`config.mk`:
```
export PLATFORM = sky130hd
export DESIGN_NAME = rmii_tx_serializer
export DESIGN_NICKNAME = d
export VERILOG_FILES = /design/src/rtl/rmii_tx_pkg.sv /design/src/rtl/rmii_tx_pace.sv /design/src/rtl/rmii_tx_framer.sv /design/src/rtl/rmii_tx_dibit_mux.sv /design/src/rtl/rmii_tx_serializer.sv
export SDC_FILE = /design/constraint.sdc
export NUM_CORES = 1
export LEC_CHECK = 0
export CORE_UTILIZATION = 43
export DETAILED_ROUTE_END_ITERATION = 16
export GPL_TIMING_DRIVEN = 0
export REMOVE_ABC_BUFFERS = 1
export SLEW_MARGIN = 15
export SYNTH_ARGS = -nofsm -noshare
export SYNTH_HDL_FRONTEND = slang
export SYNTH_HIERARCHICAL = 1
export SYNTH_SLANG_ARGS = --single-unit
```
`constraint.sdc`:
```
create_clock -name clk -period 5.94 [get_ports clk]
set_input_delay 1.188 -clock clk [delete_from_list [all_inputs] [get_ports clk]]
set_output_delay 1.188 -clock clk [all_outputs]
set_load 0.01 [all_outputs]
```
`src/rtl/rmii_tx_pkg.sv`:
```
package rmii_tx_pkg;

  typedef enum logic [2:0] {
    PH_IDLE = 3'd0,
    PH_PRE  = 3'd1,
    PH_SFD  = 3'd2,
    PH_DATA = 3'd3,
    PH_GAP  = 3'd4
  } phase_e;

  localparam logic [7:0] PRE_BYTE = 8'h55;
  localparam logic [7:0] SFD_BYTE = 8'hD5;

endpackage

```
`src/rtl/rmii_tx_pace.sv`:
```
module rmii_tx_pace #(
  parameter int SLOW_DIV = 10
) (
  input  logic clk,
  input  logic rst_n,
  input  logic run,
  input  logic slow_sel,
  output logic tick
);

  localparam int DIV_W = (SLOW_DIV > 1) ? $clog2(SLOW_DIV) : 1;
  localparam logic [DIV_W-1:0] DIV_LAST = DIV_W'(SLOW_DIV - 1);

  logic [DIV_W-1:0] cnt_q, cnt_d;
  logic             slow_q, slow_d;
  logic             cnt_en;

  assign tick   = run && (!slow_q || (cnt_q == DIV_LAST));
  assign cnt_en = !run || slow_q;

  always_comb begin
    slow_d = run ? slow_q : slow_sel;
    if (!run || tick) begin
      cnt_d = '0;
    end else begin
      cnt_d = cnt_q + 1'b1;
    end
  end

  always_ff @(posedge clk or negedge rst_n) begin
    if (!rst_n) begin
      slow_q <= 1'b0;
    end else begin
      slow_q <= slow_d;
    end
  end

  always_ff @(posedge clk or negedge rst_n) begin
    if (!rst_n) begin
      cnt_q <= '0;
    end else if (cnt_en) begin
      cnt_q <= cnt_d;
    end
  end


  slow_tick_spacing_chk: assert property (@(posedge clk) disable iff (!rst_n)
    (tick && slow_q) |=> !tick);

endmodule

```
`src/rtl/rmii_tx_framer.sv`:
```
module rmii_tx_framer
  import rmii_tx_pkg::*;
#(
  parameter int PRE_BYTES  = 7,
  parameter int GAP_DIBITS = 48
) (
  input  logic       clk,
  input  logic       rst_n,
  input  logic       tick,
  input  logic       in_valid,
  input  logic [7:0] in_data,
  input  logic       in_last,
  output logic       in_ready,
  output logic       run,
  output phase_e     phase,
  output logic [1:0] idx,
  output logic [7:0] byte_out
);

  localparam int PRE_W = (PRE_BYTES > 1) ? $clog2(PRE_BYTES) : 1;
  localparam int GAP_W = (GAP_DIBITS > 1) ? $clog2(GAP_DIBITS) : 1;
  localparam logic [PRE_W-1:0] PRE_LAST = PRE_W'(PRE_BYTES - 1);
  localparam logic [GAP_W-1:0] GAP_LAST = GAP_W'(GAP_DIBITS - 1);

  phase_e           phase_q, phase_d;
  logic [1:0]       idx_q, idx_d;
  logic [PRE_W-1:0] pre_cnt_q, pre_cnt_d;
  logic [GAP_W-1:0] gap_cnt_q, gap_cnt_d;
  logic [7:0]       byte_q;
  logic             last_q;
  logic             byte_end;
  logic             load_en;

  assign byte_end = tick && (idx_q == 2'd3);
  assign in_ready = byte_end &&
                    ((phase_q == PH_SFD) || ((phase_q == PH_DATA) && !last_q));
  assign load_en  = in_ready && in_valid;
  assign run      = (phase_q != PH_IDLE);
  assign phase    = phase_q;
  assign idx      = idx_q;
  assign byte_out = byte_q;

  always_comb begin
    phase_d   = phase_q;
    idx_d     = idx_q;
    pre_cnt_d = pre_cnt_q;
    gap_cnt_d = gap_cnt_q;
    unique case (phase_q)
      PH_IDLE: begin
        if (in_valid) begin
          phase_d   = PH_PRE;
          idx_d     = 2'd0;
          pre_cnt_d = '0;
        end
      end
      PH_PRE: begin
        if (tick) begin
          idx_d = idx_q + 2'd1;
          if (idx_q == 2'd3) begin
            if (pre_cnt_q == PRE_LAST) begin
              phase_d = PH_SFD;
            end else begin
              pre_cnt_d = pre_cnt_q + 1'b1;
            end
          end
        end
      end
      PH_SFD, PH_DATA: begin
        if (tick) begin
          idx_d = idx_q + 2'd1;
          if (idx_q == 2'd3) begin
            if (load_en) begin
              phase_d = PH_DATA;
            end else begin
              phase_d   = PH_GAP;
              gap_cnt_d = '0;
            end
          end
        end
      end
      PH_GAP: begin
        if (tick) begin
          if (gap_cnt_q == GAP_LAST) begin
            if (in_valid) begin
              phase_d   = PH_PRE;
              idx_d     = 2'd0;
              pre_cnt_d = '0;
            end else begin
              phase_d = PH_IDLE;
            end
          end else begin
            gap_cnt_d = gap_cnt_q + 1'b1;
          end
        end
      end
      default: phase_d = PH_IDLE;
    endcase
  end

  always_ff @(posedge clk or negedge rst_n) begin
    if (!rst_n) begin
      phase_q   <= PH_IDLE;
      idx_q     <= 2'd0;
      pre_cnt_q <= '0;
      gap_cnt_q <= '0;
    end else begin
      phase_q   <= phase_d;
      idx_q     <= idx_d;
      pre_cnt_q <= pre_cnt_d;
      gap_cnt_q <= gap_cnt_d;
    end
  end

  always_ff @(posedge clk or negedge rst_n) begin
    if (!rst_n) begin
      byte_q <= 8'h00;
      last_q <= 1'b0;
    end else if (load_en) begin
      byte_q <= in_data;
      last_q <= in_last;
    end
  end


  ready_at_byte_end_chk: assert property (@(posedge clk) disable iff (!rst_n)
    in_ready |=> (idx_q == 2'd0));


  underrun_ends_frame_chk: assert property (@(posedge clk) disable iff (!rst_n)
    (in_ready && !in_valid) |=> (phase_q == PH_GAP));

endmodule

```
`src/rtl/rmii_tx_dibit_mux.sv`:
```
module rmii_tx_dibit_mux
  import rmii_tx_pkg::*;
(
  input  phase_e     phase,
  input  logic [1:0] idx,
  input  logic [7:0] byte_in,
  output logic       tx_en,
  output logic [1:0] txd
);

  logic [7:0] cur;

  always_comb begin
    tx_en = (phase == PH_PRE) || (phase == PH_SFD) || (phase == PH_DATA);
    unique case (phase)
      PH_PRE:  cur = PRE_BYTE;
      PH_SFD:  cur = SFD_BYTE;
      default: cur = byte_in;
    endcase
    txd = tx_en ? cur[{idx, 1'b0} +: 2] : 2'b00;
  end

endmodule

```
`src/rtl/rmii_tx_serializer.sv`:
```
module rmii_tx_serializer
  import rmii_tx_pkg::*;
#(
  parameter int SLOW_DIV   = 10,
  parameter int PRE_BYTES  = 7,
  parameter int GAP_DIBITS = 48
) (
  input  logic       clk,
  input  logic       rst_n,
  input  logic       slow_sel,
  input  logic       in_valid,
  input  logic [7:0] in_data,
  input  logic       in_last,
  output logic       in_ready,
  output logic       tx_en,
  output logic [1:0] txd
);

  localparam int LOW_W = $clog2(GAP_DIBITS + 1);
  localparam logic [LOW_W-1:0] LOW_SAT = LOW_W'(GAP_DIBITS);

  logic       tick_w;
  logic       run_w;
  phase_e     phase_w;
  logic [1:0] idx_w;
  logic [7:0] byte_w;

  rmii_tx_pace #(
    .SLOW_DIV (SLOW_DIV)
  ) u_pace (
    .clk      (clk),
    .rst_n    (rst_n),
    .run      (run_w),
    .slow_sel (slow_sel),
    .tick     (tick_w)
  );

  rmii_tx_framer #(
    .PRE_BYTES  (PRE_BYTES),
    .GAP_DIBITS (GAP_DIBITS)
  ) u_framer (
    .clk      (clk),
    .rst_n    (rst_n),
    .tick     (tick_w),
    .in_valid (in_valid),
    .in_data  (in_data),
    .in_last  (in_last),
    .in_ready (in_ready),
    .run      (run_w),
    .phase    (phase_w),
    .idx      (idx_w),
    .byte_out (byte_w)
  );

  rmii_tx_dibit_mux u_mux (
    .phase   (phase_w),
    .idx     (idx_w),
    .byte_in (byte_w),
    .tx_en   (tx_en),
    .txd     (txd)
  );

  // Checker state: clocks spent with tx_en low, saturating at the gap length.
  logic [LOW_W-1:0] low_cnt_q, low_cnt_d;

  always_comb begin
    if (tx_en) begin
      low_cnt_d = '0;
    end else if (low_cnt_q != LOW_SAT) begin
      low_cnt_d = low_cnt_q + 1'b1;
    end else begin
      low_cnt_d = low_cnt_q;
    end
  end

  always_ff @(posedge clk or negedge rst_n) begin
    if (!rst_n) begin
      low_cnt_q <= LOW_SAT;
    end else begin
      low_cnt_q <= low_cnt_d;
    end
  end


  idle_txd_zero_chk: assert property (@(posedge clk) disable iff (!rst_n)
    !tx_en |-> (txd == 2'b00));


  first_dibit_preamble_chk: assert property (@(posedge clk) disable iff (!rst_n)
    $rose(tx_en) |-> (txd == 2'b01));


  ready_within_frame_chk: assert property (@(posedge clk) disable iff (!rst_n)
    in_ready |-> tx_en);


  gap_minimum_chk: assert property (@(posedge clk) disable iff (!rst_n)
    $rose(tx_en) |-> (low_cnt_q >= LOW_SAT));


  hold_between_ticks_chk: assert property (@(posedge clk) disable iff (!rst_n)
    (tx_en && !tick_w) |=> ($stable(txd) && $stable(tx_en)));

endmodule

```
# Word level (Yosys, flattened, before mapping)
# Index checks and enable logic that the tools add are counted.
# totals
wordCells,90
output_inout_bits,4
regBits,28
inputBits,13
# op_classes
muxes,32
n_shift,1
eq_ne,20
add_sub_neg,4
n_reduce_logical,25
# op_table
op,n
$mux 3,15
$mux 6,5
$ne 2x1->1 const B,8
$pmux 8 s2,1
$pmux 3 s4,1
$pmux 6 s2,1
$reduce_and 6->1,2
$mux 2,5
$pmux 3 s3,1
$reduce_bool 3->1,3
$ne 2x2->1 const B,4
$reduce_and 8->1,1
$shiftx 8x4->2,1
$add 6x1->6 const B,1
$eq 3x2->1 const B,2
$eq 3x3->1 const B,2
$eq 6x6->1 const B,1
$logic_or 1x1->1,6
$pmux 2 s3,1
$logic_and 1x1->1,5
$add 4x1->4 const B,1
$eq 4x4->1 const B,1
$mux 4,1
$reduce_and 4->1,1
other kinds (10),12

# Depth between registers and ports, before layout
# Gate-level depths: netlist of run 1.
# logic_depth
depth_word,10
ltp_mapped,9
ltp_nobuf,9

# Modules after synthesis
# The synthesis of run 1 kept the hierarchy.
# by_module_without_submodules
mod,cells_per_inst,instances,seq_area_each_um2,area_each_um2
rmii_tx_framer,117,1,575.6,1263.7
rmii_tx_pace,28,1,125.1,287.8
rmii_tx_dibit_mux,14,1,0.0,103.8

# Worst setup path before layout of run 1
# No wires, ideal clock.
# synth_path
kind,register to output
startpoint,register u_framer.phase_q[2] (netlist: u_framer/phase[2])
endpoint,output port in_ready
path_buffers,1
setup_slack_ps,2770
required_ps,4752
path_stages_with_launch,6
arrival_time_ps,1982
path_cell_list,dfrtp_1 > clkbuf_1 > or3_1 > a21boi_0 > nand2_1 > a211oi_1
# synth_between
elab_chain_cells,4
elab_cells_between_ends,8
classes_between,eq/ne (2); reduce/logical (6)
# synth_lines
item,line,source
"start, declared",rmii_tx_framer.sv:25,"phase_e phase_q, phase_d;"
"start signal, assigned",rmii_tx_framer.sv:107,phase_q <= phase_d;
$reduce_bool 3->1,rmii_tx_framer.sv:38,assign run = (phase_q != PH_IDLE);
net run_w,rmii_tx_serializer.sv:23,logic run_w;
$logic_and 1x1->1,rmii_tx_pace.sv:18,assign tick = run && (!slow_q || (cnt_q == DIV_LAST));
net tick_w,rmii_tx_serializer.sv:22,logic tick_w;
$logic_and 1x1->1,rmii_tx_framer.sv:34,assign byte_end = tick && (idx_q == 2'd3);
$logic_and 1x1->1,rmii_tx_framer.sv:35,assign in_ready = byte_end &&
"end, declared",rmii_tx_serializer.sv:14,"output logic in_ready,"
# The timed path passes the listed nets, and every way through them passes these cells.

# Worst setup path after layout of run 1
# Same ends and word-level chain as after synthesis.

==> summary.txt, run 1 <==
Core ar. -> 3690 µm²
Design Power -> 815 µW
Die ar. -> 4100 µm²
Critical Path Start -> u_framer/phase[2]
CTS tree -> yes
Clock group share of total power -> 0.144
P&R area growth vs syn -> 15.1%
Slew @ Worst Pin -> 0.832 ns
Total gr overflow -> 0
Worst-path clk slew -> 0.10 ns
Resized cells post-CTS -> 0
Commonest cells after routing, fill and taps aside -> dfrtp_1 (28), nand2_1 (16), clkdlybuf4s50_1 (15), o21ai_0 (12), mux2_2 (9)
Residual DRC -> 0
IO Port Bufs -> 16
Clk_lat worst skew -> 0.27 ns
Cells after Synth -> 159
Post-Syn Area -> 1660 µm²
Netlist cell types -> 47
Max incr delay on CP -> 0.73 ns
Post-route ant nets -> 0
CP endpoint kind -> primary output
Critical Path Start Type -> flop
Main combinational cell family by area after synthesis -> simple AND/OR/NAND/NOR gates
Final setup viols -> 0
Fillers -> 359
Peak VDD IR -> 0.179 mV
Htree depth -> 1
Status -> completed
Routed wire per std cell -> 14.0 µm
Synth warn -> 6
Routed vias/inst -> 5.64
Max FO, Critical Path -> 18
P_int -> 487 µW
PwrDens -> 427 nW/µm²
Worst R2R Start -> u_framer/phase[2]
CP cell instances -> or3_1, a21boi_0, nand2_1, a211oi_1, clkdlybuf4s50_1
Final hold violations -> 0
Critical path data arrival time -> 3.00 ns
Final #Nets -> 195
Avg Synthesized Cell Area -> 10.4 µm²
Max_slew headroom -> 0.443
Post-synthesis compound-gate area fraction -> 0.178
Worst path slowest cell -> dfrtp_1
Placement Rows -> 22
First-pass GRT wire length -> 5.65 mm
Share of cells above drive strength 1 -> 0.160
Clock skew -> 0.00740 ns
Flop pwr share -> 0.418
Sw Ratio -> 0.403
Mux cell area share after synthesis -> 0.102
Setup CP Type -> flop to primary output
Diode count -> 0
Setup bufs post-CTS -> 0
# IOs -> 17
Global Route Usage Sum -> 0.178
Starting Density -> 0.449
Maxcap violations -> 0
CTS root buf -> clkbuf_8
CTS sink count -> 28
Post-Synth XOR/XNOR Area -> 0
Period minus WS final -> 4.18 ns
Crit path required time -> 4.75 ns
RSZ-0062 raised after global routing -> false
Fmax -> 0.239 GHz
CTS Hold Bufs -> 0
Die W -> 64.0 µm
GPL Wtd Cong -> 0.761
Leak pwr -> 0.000771 µW
Register area share after synthesis -> 0.423
First drt pass iteration count -> 4
CP Buf/Inv Count -> 1
Die Y -> 64.0 µm
TritonCTS Buffers -> 3
Initial DRC count -> 47
CP top delay family -> compound AO/OA/AOI/OAI gates
Hold Crit Start -> u_framer/byte_out[0]
Switching power -> 328 µW
Setup TNS -> 0 ns
Post-Synth Adder-Cell Area -> 0.0454
Vias in the first global route -> 1259
Clock Path Buffers -> 2
Flop and latch count out of synthesis -> 28
Most common cell after layout, fill and taps aside -> dfrtp_1
Final critical-path share of the clock period -> 0.704
Routed wire length -> 3.11 mm
HP Class -> flop to flop
Max-slew violations -> 0
Largest net degree at the start of global routing -> 29
Initial antenna violation count -> 0
Vias -> 1258
Comb power frac -> 0.437
Simple-gate share of the synthesized area -> 0.228
Detailed Place HPWL -> 2.30 mm
path summary, 6_finish.rpt:
path                                         endpoint  slack (ns)  depth (start not counted)
worst min register to register   u_framer/byte_out[0]        0.50                          1
min in group asynchronous       u_framer/gap_cnt_q[1]        0.93                          1
max in group asynchronous             u_framer/idx[0]        4.60                          1
worst max register to register   u_framer/byte_out[7]        2.76                          5
worst min-delay path             u_framer/byte_out[0]        0.50                          1
worst max-delay path                         in_ready        1.76                          5
cells by family after synthesis:
group                      Yosys count
AOI/OAI and AO/OA                   40
adders and majority gates            6
buffers and inverters                8
DFF                                 28
muxes                               14
and+or+nand+nor                     63
synthesized netlist by cell type, drive strengths merged:
| library cell | number | area, µm² |
|---|---|---|
| o31ai | 1 | 7.51 |
| nor4 | 1 | 6.26 |
| o21ai | 13 | 65.1 |
| nor3 | 3 | 15.0 |
| or3b | 2 | 17.5 |
| mux4 | 1 | 22.5 |
| and4bb | 1 | 12.5 |
| and2 | 1 | 6.26 |
| or3 | 4 | 25.0 |
| a311oi | 1 | 15.0 |
| nand2b | 8 | 52.6 |
| nor2 | 7 | 33.8 |
| o21a | 2 | 15.0 |
| a32o | 1 | 10.0 |
| clkbuf | 1 | 3.75 |
| a21oi | 6 | 30.0 |
| nand3 | 8 | 50.1 |
| nand3b | 4 | 33.8 |
| inv | 4 | 15.0 |
| nor3b | 2 | 15.0 |
| o311ai | 1 | 26.3 |
| o2111ai | 2 | 23.8 |
| a31oi | 2 | 12.5 |
| a211oi | 1 | 7.51 |
| nor2b | 3 | 18.8 |
| o31a | 1 | 8.76 |
| and4b | 2 | 20.0 |
| buf | 3 | 21.3 |
| o221ai | 1 | 8.76 |
| ha | 6 | 75.1 |
| mux2 | 13 | 146 |
| a22oi | 1 | 7.51 |
| dfrtp | 28 | 701 |
| nand2 | 16 | 60.1 |
| a21boi | 7 | 56.3 |
| and3b | 1 | 10.0 |
layout make-up:
cell class / count / area, µm² / area share
repair buffers: 16 / 155 / 0.0814
well taps: 48 / 60.1 / 0.0315
flip-flops and latches: 28 / 701 / 0.368
multi-input cells: 123 / 920 / 0.483
clock buffers: 4 / 55.1 / 0.0289
inverters: 4 / 15.0 / 0.00788
state kept, by name (all words and copies together), names as in the netlist:
signal,count
u_pace/slow_q,1
u_framer/gap_cnt_q,6
u_framer/phase,3
u_pace/cnt_q,4
u_framer/last_q,1
u_framer/byte_out,8
u_framer/pre_cnt_q,3
u_framer/idx,2
power by group through the flow:
| stage | sequential [µW] | combinational (µW) | clock (µW) |
|---|---|---|---|
| global placement | 341 | 343 | 0 |
| detailed placement | 346 | 357 | 0 |
| finish | 341 | 356 | 118 |
| floorplan | 319 | 273 | 0 |
| global route | 354 | 401 | 131 |
| CTS | 342 | 359 | 124 |
routing by layer:
layer	vias to the layer above	global-route usage	part of all wire
met1	621	0.228	0.45
met4	0	0.0597	0.0077
met5	-	0	0
li1	618	-	-
met3	2	0.0286	0.025
met2	17	0.303	0.52
stage by stage:
| stage | worst slack, ns | instances | area [µm²] | hold WS [ns] | utilization |
|---|---|---|---|---|---|
| after detailed placement | 2.03 | 219 | 1850 | 0.483 | 0.502 |
| after global routing | 1.43 | 223 | 1910 | 0.518 | 0.517 |
| final | 1.76 | 223 | 1910 | 0.498 | 0.517 |
| after global placement | 2.07 | 219 | 1850 | 0.470 | 0.502 |
| after CTS | 1.71 | 223 | 1910 | 0.507 | 0.517 |
| after floorplan | 2.91 | 155 | 1630 | 0.452 | - |
worst register-to-register path: cells and delay by family (launching register included):
family	cells	cell delay, ns
AND/OR/NAND/NOR	3	1.27
flip-flops	1	0.73
AO/OA/AOI/OAI	1	0.65
multiplexers	1	0.42
Power figures use the tool's default switching activity.
==> inputs of run 2 (changes only) <==
clock period = 3.95 ns   (was 5.94 ns; I/O delays follow)
==> summary.txt, run 2 (synthesized netlist as in run 1, its figures left out) <==
Status -> completed
Critical path data arrival time -> 2.78 ns (-0.22 ns)
Routed vias/inst -> 5.64 (about the same)
P_int -> 732 µW (+51%)
Max incr delay on CP -> 0.73 ns (about the same)
Die Y -> 64.0 µm (unchanged)
Final setup viols -> 0 (unchanged)
Worst path slowest cell -> dfrtp_1
Final critical-path share of the clock period -> 0.903
Period minus WS final -> 3.57 ns
Detailed Place HPWL -> 2.30 mm (unchanged)
First-pass GRT wire length -> 5.65 mm (unchanged)
Routed wire length -> 3.12 mm (about the same)
Largest net degree at the start of global routing -> 29 (unchanged)
CTS root buf -> clkbuf_8
Diode count -> 0 (unchanged)
CP top delay family -> flip-flops
Vias -> 1257 (-0.079%)
CTS sink count -> 28 (unchanged)
Placement Rows -> 22 (unchanged)
Routed wire per std cell -> 14.0 µm (about the same)
DP Cell Count -> 219 (unchanged)
Clk_lat worst skew -> 0.27 ns (about the same)
Clock group share of total power -> 0.144 (about the same)
Slew @ Worst Pin -> 0.832 ns (-0.00000119 ns)
Non-Filler Instances -> 223 (unchanged)
Clock Path Buffers -> 2 (unchanged)
Clock skew -> 0.00742 ns (+0.0000144 ns)
Die W -> 64.0 µm (unchanged)
CTS tree -> yes
Max-slew violations -> 0 (unchanged)
Worst-path clk slew -> 0.10 ns (about the same)
Switching power -> 494 µW (+51%)
Final hold violations -> 0 (unchanged)
CP cell instances -> or3_1, a21boi_1, nand2_1, a211oi_1, clkdlybuf4s50_1
IO Port Bufs -> 16 (unchanged)
Setup TNS -> 0 ns (unchanged)
RSZ-0062 raised after global routing -> false
Htree depth -> 1 (unchanged)
Share of cells above drive strength 1 -> 0.160 (unchanged)
HP Class -> flop to flop
Final #Nets -> 195 (unchanged)
Post-route ant nets -> 0 (unchanged)
Residual DRC -> 0 (unchanged)
Number of flip-flops in the largest register -> 8 (unchanged)
Total gr overflow -> 0 (unchanged)
Most common cell after layout, fill and taps aside -> dfrtp_1
Setup CP Type -> flop to primary output
Max FO, Critical Path -> 18 (unchanged)
Maxcap violations -> 0 (unchanged)
Crit path required time -> 3.16 ns (-1.59 ns)
Leak pwr -> 0.000772 µW (about the same)
Fmax -> 0.280 GHz
P&R area growth vs syn -> 15.1% (unchanged)
Initial DRC count -> 46 (-2.1%)
Die ar. -> 4100 µm² (unchanged)
Max_slew headroom -> 0.443 (about the same)
Setup bufs post-CTS -> 0 (unchanged)
TritonCTS Buffers -> 3 (unchanged)
Initial antenna violation count -> 0 (unchanged)
CP endpoint kind -> primary output
CP Buf/Inv Count -> 1 (unchanged)
Core ar. -> 3690 µm² (unchanged)
GPL Wtd Cong -> 0.761 (unchanged)
PwrDens -> 643 nW/µm² (+51%)
First drt pass iteration count -> 4 (unchanged)
Starting Density -> 0.449 (unchanged)
Comb power frac -> 0.437 (about the same)
Flop pwr share -> 0.418 (about the same)
Vias in the first global route -> 1259 (unchanged)
Critical Path Start Type -> flop
# IOs -> 17 (unchanged)
Peak VDD IR -> 0.270 mV (+50%)
Commonest cells after routing, fill and taps aside -> dfrtp_1 (28), nand2_1 (16), clkdlybuf4s50_1 (15), o21ai_0 (12), mux2_2 (9)
Sw Ratio -> 0.403 (about the same)
Global Route Usage Sum -> 0.178 (unchanged)
==> run 2: power by group through the flow <==
stage	sequential, µW	combinational [µW]	clock (µW)
4_1_cts	514	540	187
5_1_grt	533	603	197
3_3_place_gp	513	517	0
2_1_floorplan	479	410	0
3_5_place_dp	520	537	0
6_report	513	536	177
==> run 2: final cells by class <==
cell class | count | area (µm²)
Fill cell | 359 | 1780
Multi-Input combinational cell | 123 | 920
Sequential cell | 28 | 701
Timing Repair Buffer | 16 | 155
Tap cell | 48 | 60.1
Clock buffer | 4 | 55.1
Inverter | 4 | 15.0
==> run 2: routing by layer <==
layer | up-vias | global-route usage | part of all wire
li1 | 618 | - | -
met4 | 0 | 0.0597 | 0.0077
met5 | - | 0 | 0
met1 | 620 | 0.228 | 0.45
met2 | 17 | 0.303 | 0.52
met3 | 2 | 0.0286 | 0.025
==> run 2: final timing paths <==
path	slack, ns	end	from	cells past startpoint
worst max-delay path	0.38	in_ready	u_framer/phase[2]	5
worst min-delay path	0.50	u_framer/byte_out[0]	u_framer/byte_out[0]	1
worst max register to register	0.99	u_framer/byte_out[7]	u_framer/phase[2]	5
worst min register to register	0.50	u_framer/byte_out[0]	u_framer/byte_out[0]	1
max in group asynchronous	3.01	u_framer/idx[0]	rst_n	1
min in group asynchronous	0.53	u_framer/gap_cnt_q[1]	rst_n	1
==> run 2: per-stage QoR <==
stage | setup WS (ns) | utilization | total power [µW] | instance area, µm² | hold WS [ns]
2_1_floorplan | 1.03 | - | 889 | 1630 | 0.452
3_3_place_gp | 0.317 | 0.502 | 1030 | 1850 | 0.470
3_5_place_dp | 0.436 | 0.502 | 1060 | 1850 | 0.483
4_1_cts | 0.121 | 0.517 | 1240 | 1910 | 0.507
5_1_grt | 0.0968 | 0.517 | 1330 | 1910 | 0.518
6_report | 0.383 | 0.517 | 1230 | 1910 | 0.498
==> run 2: worst reg2reg max path, delay by kind of cell (launching register included) <==
| kind | cells | cell delay [ns] |
|---|---|---|
| flip-flops | 1 | 0.73 |
| AO/OA/AOI/OAI | 1 | 0.48 |
| AND/OR/NAND/NOR | 3 | 1.23 |
| multiplexers | 1 | 0.42 |
==> run 2: what timing repair did <==
item / in CTS / in global routing
endpoints found under the hold margin: 0 / 0
setup endpoints to repair: 0 / 1
resized for setup: 0 / 1
hold buffers: 0 / 0
